### config.mk
export PLATFORM = sky130hd
export DESIGN_NAME = gpio_pinmux_top
export DESIGN_NICKNAME = d
export VERILOG_FILES = /design/src/rtl/pinmux_pkg.sv /design/src/rtl/pinmux_ctrl.sv /design/src/rtl/pinmux_datapath.sv /design/src/rtl/pinmux_padmux.sv /design/src/rtl/gpio_pinmux_top.sv
export SDC_FILE = /design/constraint.sdc
export NUM_CORES = 1
export LEC_CHECK = 0
export ABC_AREA = 1
export BUFFER_PORTS_ARGS = -buffer_cell sky130_fd_sc_hd__buf_2
export CELL_PAD_IN_SITES_DETAIL_PLACEMENT = 0
export CELL_PAD_IN_SITES_GLOBAL_PLACEMENT = 2
export CORE_ASPECT_RATIO = 0.75
export CORE_UTILIZATION = 28
export CTS_BUF_LIST = sky130_fd_sc_hd__clkbuf_8 sky130_fd_sc_hd__clkbuf_16
export DETAILED_ROUTE_END_ITERATION = 12
export GPL_TIMING_DRIVEN = 0
export PLACE_DENSITY = 0.83
export SETUP_SLACK_MARGIN = 0.2
export SLEW_MARGIN = 20
export SYNTH_ARGS = -nofsm -noshare
export SYNTH_HDL_FRONTEND = slang
export SYNTH_SLANG_ARGS = --single-unit
### constraint.sdc
create_clock -name clk -period 0.9 [get_ports clk]
set_input_delay 0 -clock clk [delete_from_list [all_inputs] [get_ports clk]]
set_output_delay 0 -clock clk [all_outputs]
set_load 0.005 [all_outputs]
### src/rtl/pinmux_pkg.sv
package pinmux_pkg;
  localparam int PADS_PER_BANK = 32;
  localparam int IDX_W = 3;
  localparam int BANK_FIELD_W = 8;

  localparam logic [IDX_W-1:0] REG_FSEL = 3'd0;
  localparam logic [IDX_W-1:0] REG_DIR  = 3'd1;
  localparam logic [IDX_W-1:0] REG_DOUT = 3'd2;
  localparam logic [IDX_W-1:0] REG_DIN  = 3'd3;
  localparam logic [IDX_W-1:0] REG_PEN  = 3'd4;
  localparam logic [IDX_W-1:0] REG_PSEL = 3'd5;

  // strobes passed from decode to the register datapath
  typedef struct packed {
    logic                    wrEn;   // write to a writable, mapped register
    logic                    hit;    // address maps to a readable register
    logic [IDX_W-1:0]        regSel;
    logic [BANK_FIELD_W-1:0] bank;
  } regStrobe_t;
endpackage

### src/rtl/pinmux_ctrl.sv
module pinmux_ctrl
  import pinmux_pkg::*;
#(
  parameter int NUM_BANKS = 2,
  parameter int ADDR_W = 4
) (
  input  logic [ADDR_W-1:0] busAddr,
  input  logic              busWr,
  output regStrobe_t        strobe
);
  localparam int BANK_BITS = ADDR_W - IDX_W;

  logic [BANK_BITS-1:0] bankIdx;
  logic [IDX_W-1:0]     idx;
  logic                 bankOk;
  logic                 idxOk;

  assign bankIdx = busAddr[ADDR_W-1:IDX_W];
  assign idx     = busAddr[IDX_W-1:0];
  assign bankOk  = 32'(bankIdx) < NUM_BANKS;
  assign idxOk   = idx <= REG_PSEL;

  always_comb begin
    strobe        = '0;
    strobe.regSel = idx;
    strobe.bank   = BANK_FIELD_W'(bankIdx);
    strobe.hit    = bankOk && idxOk;
    strobe.wrEn   = busWr && bankOk && idxOk && (idx != REG_DIN);
  end
endmodule

### src/rtl/pinmux_datapath.sv
module pinmux_datapath
  import pinmux_pkg::*;
#(
  parameter int NUM_BANKS = 2,
  parameter logic [NUM_BANKS-1:0] BANK_HAS_EN = NUM_BANKS'(1),
  localparam int PADS = NUM_BANKS * PADS_PER_BANK
) (
  input  logic            clk,
  input  logic            rstN,
  input  regStrobe_t      strobe,
  input  logic [31:0]     busWdata,
  input  logic [PADS-1:0] padIn,
  output logic [31:0]     busRdata,
  output logic [PADS-1:0] gpioSel,
  output logic [PADS-1:0] dirBits,
  output logic [PADS-1:0] doutBits,
  output logic [PADS-1:0] penBits,
  output logic [PADS-1:0] pselBits
);
  logic [31:0] fselR [NUM_BANKS];
  logic [31:0] dirR  [NUM_BANKS];
  logic [31:0] doutR [NUM_BANKS];
  logic [31:0] penR  [NUM_BANKS];
  logic [31:0] pselR [NUM_BANKS];
  logic [PADS-1:0] syncA, syncB;
  logic [31:0] rdNext;

  // register file, one loop over banks
  always_ff @(posedge clk or negedge rstN) begin
    if (!rstN) begin
      for (int b = 0; b < NUM_BANKS; b++) begin
        fselR[b] <= BANK_HAS_EN[b] ? 32'hFFFF_FFFF : 32'h0;
        dirR[b]  <= '0;
        doutR[b] <= '0;
        penR[b]  <= '0;
        pselR[b] <= '0;
      end
    end else if (strobe.wrEn) begin
      for (int b = 0; b < NUM_BANKS; b++) begin
        if (strobe.bank == BANK_FIELD_W'(b)) begin
          case (strobe.regSel)
            REG_FSEL: if (BANK_HAS_EN[b]) fselR[b] <= busWdata;
            REG_DIR:  dirR[b]  <= busWdata;
            REG_DOUT: doutR[b] <= busWdata;
            REG_PEN:  penR[b]  <= busWdata;
            REG_PSEL: pselR[b] <= busWdata;
            default: ;
          endcase
        end
      end
    end
  end

  // two-flop input synchroniser
  always_ff @(posedge clk or negedge rstN) begin
    if (!rstN) begin
      syncA <= '0;
      syncB <= '0;
    end else begin
      syncA <= padIn;
      syncB <= syncA;
    end
  end

  for (genvar b = 0; b < NUM_BANKS; b++) begin : gBank
    if (BANK_HAS_EN[b]) begin : gSel
      assign gpioSel[b*PADS_PER_BANK +: PADS_PER_BANK] = fselR[b];
    end else begin : gFixed
      assign gpioSel[b*PADS_PER_BANK +: PADS_PER_BANK] = '1;
      // missing function select reads as zero
      assert_fixed_reads_zero_R6: assert property (@(posedge clk) disable iff (!rstN)
        (strobe.hit && strobe.regSel == REG_FSEL && strobe.bank == BANK_FIELD_W'(b))
        |=> busRdata == 32'h0);
    end
    assign dirBits[b*PADS_PER_BANK +: PADS_PER_BANK]  = dirR[b];
    assign doutBits[b*PADS_PER_BANK +: PADS_PER_BANK] = doutR[b];
    assign penBits[b*PADS_PER_BANK +: PADS_PER_BANK]  = penR[b];
    assign pselBits[b*PADS_PER_BANK +: PADS_PER_BANK] = pselR[b];

    // a direction write lands in the addressed bank
    assert_dir_write_lands_R1: assert property (@(posedge clk) disable iff (!rstN)
      (strobe.wrEn && strobe.regSel == REG_DIR && strobe.bank == BANK_FIELD_W'(b))
      |=> dirR[b] == $past(busWdata));
    // without a write strobe, stored state stays put
    assert_hold_without_write_R9: assert property (@(posedge clk) disable iff (!rstN)
      !strobe.wrEn |=> ($stable(dirR[b]) && $stable(doutR[b]) && $stable(penR[b])
                        && $stable(pselR[b]) && $stable(fselR[b])));
  end

  // read mux, registered output
  always_comb begin
    rdNext = '0;
    for (int b = 0; b < NUM_BANKS; b++) begin
      if (strobe.hit && strobe.bank == BANK_FIELD_W'(b)) begin
        case (strobe.regSel)
          REG_FSEL: rdNext = BANK_HAS_EN[b] ? fselR[b] : 32'h0;
          REG_DIR:  rdNext = dirR[b];
          REG_DOUT: rdNext = doutR[b];
          REG_DIN:  rdNext = syncB[b*PADS_PER_BANK +: PADS_PER_BANK];
          REG_PEN:  rdNext = penR[b];
          REG_PSEL: rdNext = pselR[b];
          default:  rdNext = '0;
        endcase
      end
    end
  end

  always_ff @(posedge clk or negedge rstN) begin
    if (!rstN) busRdata <= '0;
    else       busRdata <= rdNext;
  end

  // unmapped reads return zero
  assert_unmapped_zero_R9: assert property (@(posedge clk) disable iff (!rstN)
    !strobe.hit |=> busRdata == 32'h0);

  // synchroniser lag, counted from reset release
  logic [1:0] sinceRst;
  always_ff @(posedge clk or negedge rstN) begin
    if (!rstN) sinceRst <= '0;
    else if (sinceRst != 2'd3) sinceRst <= sinceRst + 2'd1;
  end
  assert_sync_lag_R7: assert property (@(posedge clk) disable iff (!rstN)
    (sinceRst >= 2'd2) |-> syncB == $past(padIn, 2));
endmodule

### src/rtl/pinmux_padmux.sv
module pinmux_padmux #(
  parameter int PADS = 64
) (
  input  logic [PADS-1:0] gpioSel,
  input  logic [PADS-1:0] dirBits,
  input  logic [PADS-1:0] doutBits,
  input  logic [PADS-1:0] penBits,
  input  logic [PADS-1:0] pselBits,
  input  logic [PADS-1:0] altOut,
  input  logic [PADS-1:0] altOe,
  output logic [PADS-1:0] padOut,
  output logic [PADS-1:0] padOe,
  output logic [PADS-1:0] padPullUp,
  output logic [PADS-1:0] padPullDn
);
  for (genvar p = 0; p < PADS; p++) begin : gPad
    always_comb begin
      if (gpioSel[p]) begin
        padOe[p]  = dirBits[p];
        padOut[p] = doutBits[p];
      end else begin
        padOe[p]  = altOe[p];
        padOut[p] = altOut[p];
      end
      padPullUp[p] = penBits[p] & pselBits[p];
      padPullDn[p] = penBits[p] & ~pselBits[p];
    end
  end
endmodule

### src/rtl/gpio_pinmux_top.sv
module gpio_pinmux_top
  import pinmux_pkg::*;
#(
  parameter int NUM_BANKS = 2,
  parameter logic [NUM_BANKS-1:0] BANK_HAS_EN = NUM_BANKS'(1),
  localparam int BANK_BITS = (NUM_BANKS > 1) ? $clog2(NUM_BANKS) : 1,
  localparam int ADDR_W = BANK_BITS + IDX_W,
  localparam int PADS = NUM_BANKS * PADS_PER_BANK
) (
  input  logic              clk,
  input  logic              rstN,
  input  logic [ADDR_W-1:0] busAddr,
  input  logic              busWr,
  input  logic [31:0]       busWdata,
  output logic [31:0]       busRdata,
  input  logic [PADS-1:0]   padIn,
  output logic [PADS-1:0]   padOut,
  output logic [PADS-1:0]   padOe,
  output logic [PADS-1:0]   padPullUp,
  output logic [PADS-1:0]   padPullDn,
  input  logic [PADS-1:0]   altOut,
  input  logic [PADS-1:0]   altOe
);
  regStrobe_t strobe;
  logic [PADS-1:0] gpioSel, dirBits, doutBits, penBits, pselBits;

  pinmux_ctrl #(.NUM_BANKS(NUM_BANKS), .ADDR_W(ADDR_W)) uCtrl (
    .busAddr(busAddr), .busWr(busWr), .strobe(strobe)
  );

  pinmux_datapath #(.NUM_BANKS(NUM_BANKS), .BANK_HAS_EN(BANK_HAS_EN)) uData (
    .clk(clk), .rstN(rstN), .strobe(strobe), .busWdata(busWdata), .padIn(padIn),
    .busRdata(busRdata), .gpioSel(gpioSel), .dirBits(dirBits), .doutBits(doutBits),
    .penBits(penBits), .pselBits(pselBits)
  );

  pinmux_padmux #(.PADS(PADS)) uPad (
    .gpioSel(gpioSel), .dirBits(dirBits), .doutBits(doutBits), .penBits(penBits),
    .pselBits(pselBits), .altOut(altOut), .altOe(altOe), .padOut(padOut),
    .padOe(padOe), .padPullUp(padPullUp), .padPullDn(padPullDn)
  );

  // a GPIO pad set to input never drives
  for (genvar p = 0; p < PADS; p++) begin : gChk
    assert_input_no_drive_R4: assert property (@(posedge clk) disable iff (!rstN)
      (gpioSel[p] && !dirBits[p]) |-> !padOe[p]);
  end
endmodule

==> results.py <==
metrics = {
    "status": {
        "status": "finished with violations",
        "violations": "negative hold slack, negative setup slack",
    },
    "die": {
        "die_w_um": 318,
        "dieHeight_um": 239,
        "io_pins": 519,
        "core_area_um2": 73700,
        "rows": 86,
        "dieArea_um2": 75900,
        "start_util_pct": 28.4,
    },
    "sta": {
        "layout_setup_ws_ns": -0.774,
        "finalCritPeriodShare_pct": 186,
        "setup_viol": 362,
        "tightest_slew_ns": 1.09,
        "whs_ns": -0.676,
        "fmaxAchievable_mhz": 597,
        "relSlewSlack_pct": 27.6,
        "skew_ns": 0.0198,
        "finalMaxSlewViolations": 0,
        "hold_viol_final": 259,
        "rsz0062_at_grt": "yes",
        "period_minus_slack_ns": 1.67,
        "fin_tns_setup_ns": -130.49,
    },
    "synth": {
        "syn_nets": 2875,
        "synth_top_family_by_area": "simple AND/OR/NAND/NOR gates",
        "ys_types": 23,
        "ys_seq_elements": 448,
        "synth_compound_area_share_pct": 6.16,
        "ys_seq_area_share_pct": 53.7,
        "post_synth_and_or_nand_nor_area_fraction_pct": 28.9,
        "ys.warnings.count": 0,
        "synth_mux_area_share_pct": 0,
        "yosys.area_share.xor_xnor_pct": 0,
        "synthAdderAreaFrac_pct": 0,
        "netlist_instances": 2644,
        "avgSynthCellArea_um2": 7.92,
        "netlist_area_um2": 20900,
    },
    "setup_path": {
        "crit_fanout": 4,
        "start_kind": "register",
        "path_buf_inv": 2,
        "crit_arrival_ns": 1.67,
        "crit_chain": "inv_1, o21ai_1, buf_2",
        "path_depth": 3,
        "endpoint_kind": "primary output",
        "r2r_cells": 9,
        "critPathMaxStageDelay_ns": 0.55,
        "required_ns": 0.90,
        "critPathTopFamily": "flip-flops",
        "cpMaxStageDelayCell": "dfstp_2",
        "crit_type": "register to primary output",
    },
    "final_layout": {
        "layout_common_cells": "nand2_1, buf_2, buf_6, dfrtp_1, nand4_1",
        "final_common_cell": "nand2_1",
        "drive_above_1_share_pct": 47.0,
        "fin_nets": 3818,
        "area_growth_pct": 60.5,
        "instances_no_fill": 4598,
    },
    "place": {
        "gp_congestion": 0.924,
        "port_buffers": 448,
        "dp_cells": 4065,
        "hpwl_um": 79500,
    },
    "detailed_routing": {
        "ant_nets": 0,
        "vias": 22600,
        "drc_errors": 0,
        "wire_per_inst_um": 23.6,
        "dr.pass1.iters": 5,
        "via_per_inst": 4.92,
        "drt_iter0_markers": 1999,
        "drt-total-wl_um": 108000,
    },
    "cts": {
        "postCtsHoldBufs": 100,
        "clk_latency_ns": 0.62,
        "cts.sinks": 448,
        "htreeDepth": 2,
        "cts-root-buf": "clkbuf_16",
        "clk_pin_slew_ns": 0.07,
        "cts_tree": "built",
        "cts_buffers": 51,
        "cts_buffer_depth": 3,
    },
    "global_routing": {
        "grt_max_degree": 90,
        "grt_overflow": 0,
        "antenna_found_initial": 6,
        "grt_pass1_wl_um": 152000,
        "grt_pass1_vias": 21600,
        "grt.total_usage_pct": 27.9,
    },
    "power_and_ir_drop": {
        "ir_drop_mv": 1.37,
        "leakage_nw": 17.4,
        "power.density_nw_per_um2": 2230,
    },
    "hold_path": {
        "min_path_type": "input port to asynchronous set/reset pin",
    },
    "run": {
        "drv_cap": 0,
    },
}
[worst register-to-register path: stages, from the launching register on]
cell     delay, ns
dfstp_2       0.56
buf_6         0.12
buf_6         0.08
buf_6         0.09
nand3_2       0.07
nand2_1       0.08
nor2_1        0.04
nand2_1       0.13
nand2_2       0.08
nand2_2       0.10
[through the flow]
step	utilization, %	instance area [um^2]	power, W	worst slack (ns)
3_3_place_gp	33.6	24800	0.0412	-9.80
5_1_grt	45.6	33600	0.0781	-0.831
6_report	45.6	33600	0.0749	-0.774
4_1_cts	42.8	31500	0.0712	-0.768
2_1_floorplan	-	21300	0.0332	-0.123
3_5_place_dp	33.8	25000	0.0414	-1.19
[logic make-up (layout without fill, tap and decap cells)]
logic type,Yosys count,after routing
AND/OR/NAND/NOR,1405,1405
buffers and inverters,534,1518
flip-flops,448,448
AO/OA/AOI/OAI,257,257
other,0,2
[metal layers]
metal  share of wire (%)  GRT usage, %  up-vias
met5               0.020             0        -
met4                 2.6          7.13        4
met3                 8.7          5.85      163
met2                  45          43.4      991
met1                  44          39.3    11100
li1                    -             -    10300
[timing repair]
action | CTS | global route
cloned | 1 | 0
pin swaps | 148 | 181
endpoints found under the setup margin | 598 | 767
endpoints found under the hold margin | 603 | 256
resized for setup | 684 | 471
setup buffers | 234 | 102
[registers in the layout, indices dropped and copies added, names as in the netlist]
signal	flops
uData.busRdata	32
uData.syncB	64
uData.gpioSel	32
uData.penBits	64
uData.dirBits	64
uData.syncA	64
uData.doutBits	64
uData.pselBits	64
[power breakdown]
group          internal [W]  switching, W  total, W
Clock                0.0128       0.00919    0.0220
Combinational        0.0132        0.0118    0.0251
Sequential           0.0239       0.00386    0.0278
Total                0.0500        0.0249    0.0749
[path summary, 6_finish.rpt]
| path | endpoint | slack, ns | from |
|---|---|---|---|
| min in group clk | uData.penBits[32]$_DFFE_PN0P_ | -0.24 | busAddr[1] |
| max in group asynchronous | uData.pselBits[60]$_DFFE_PN0P_ | 0.27 | rstN |
| max | padOe[19] | -0.77 | uData.gpioSel[19]$_DFFE_PN1P_ |
| max reg2reg | uData.busRdata[30]$_DFF_PN0_ | -0.51 | uData.gpioSel[30]$_DFFE_PN1P_ |
| min reg2reg | uData.syncB[4]$_DFF_PN0_ | 0.34 | uData.syncA[4]$_DFF_PN0_ |
| min | uData.syncB[13]$_DFF_PN0_ | -0.68 | rstN |
[final cells by class]
type,instances,area (um^2)
Sequential cell,448,11300
Multi-Input combinational cell,1662,8820
Timing Repair Buffer,890,7280
Inverter,306,1230
Fill cell,7493,40100
Clock buffer,62,1450
Clock inverter,32,284
Tap cell,968,1210
Antenna cell,2,5.00
Buffer,228,2000
[synthesized netlist by cell type (all sizes together)]
library cell  instances  share of area, %
a21oi                35              0.85
and3                  1             0.030
buf                 168               4.6
clkbuf               60               1.1
clkinv                1             0.018
dfrtp               416                50
dfstp                32               4.0
inv                 305               5.5
nand2               842                15
nand3               157               3.8
nand4               221               6.6
nor2                182               3.3
nor3                  2             0.048
o21ai               222               5.3
(Power assumes the default switching activity.)
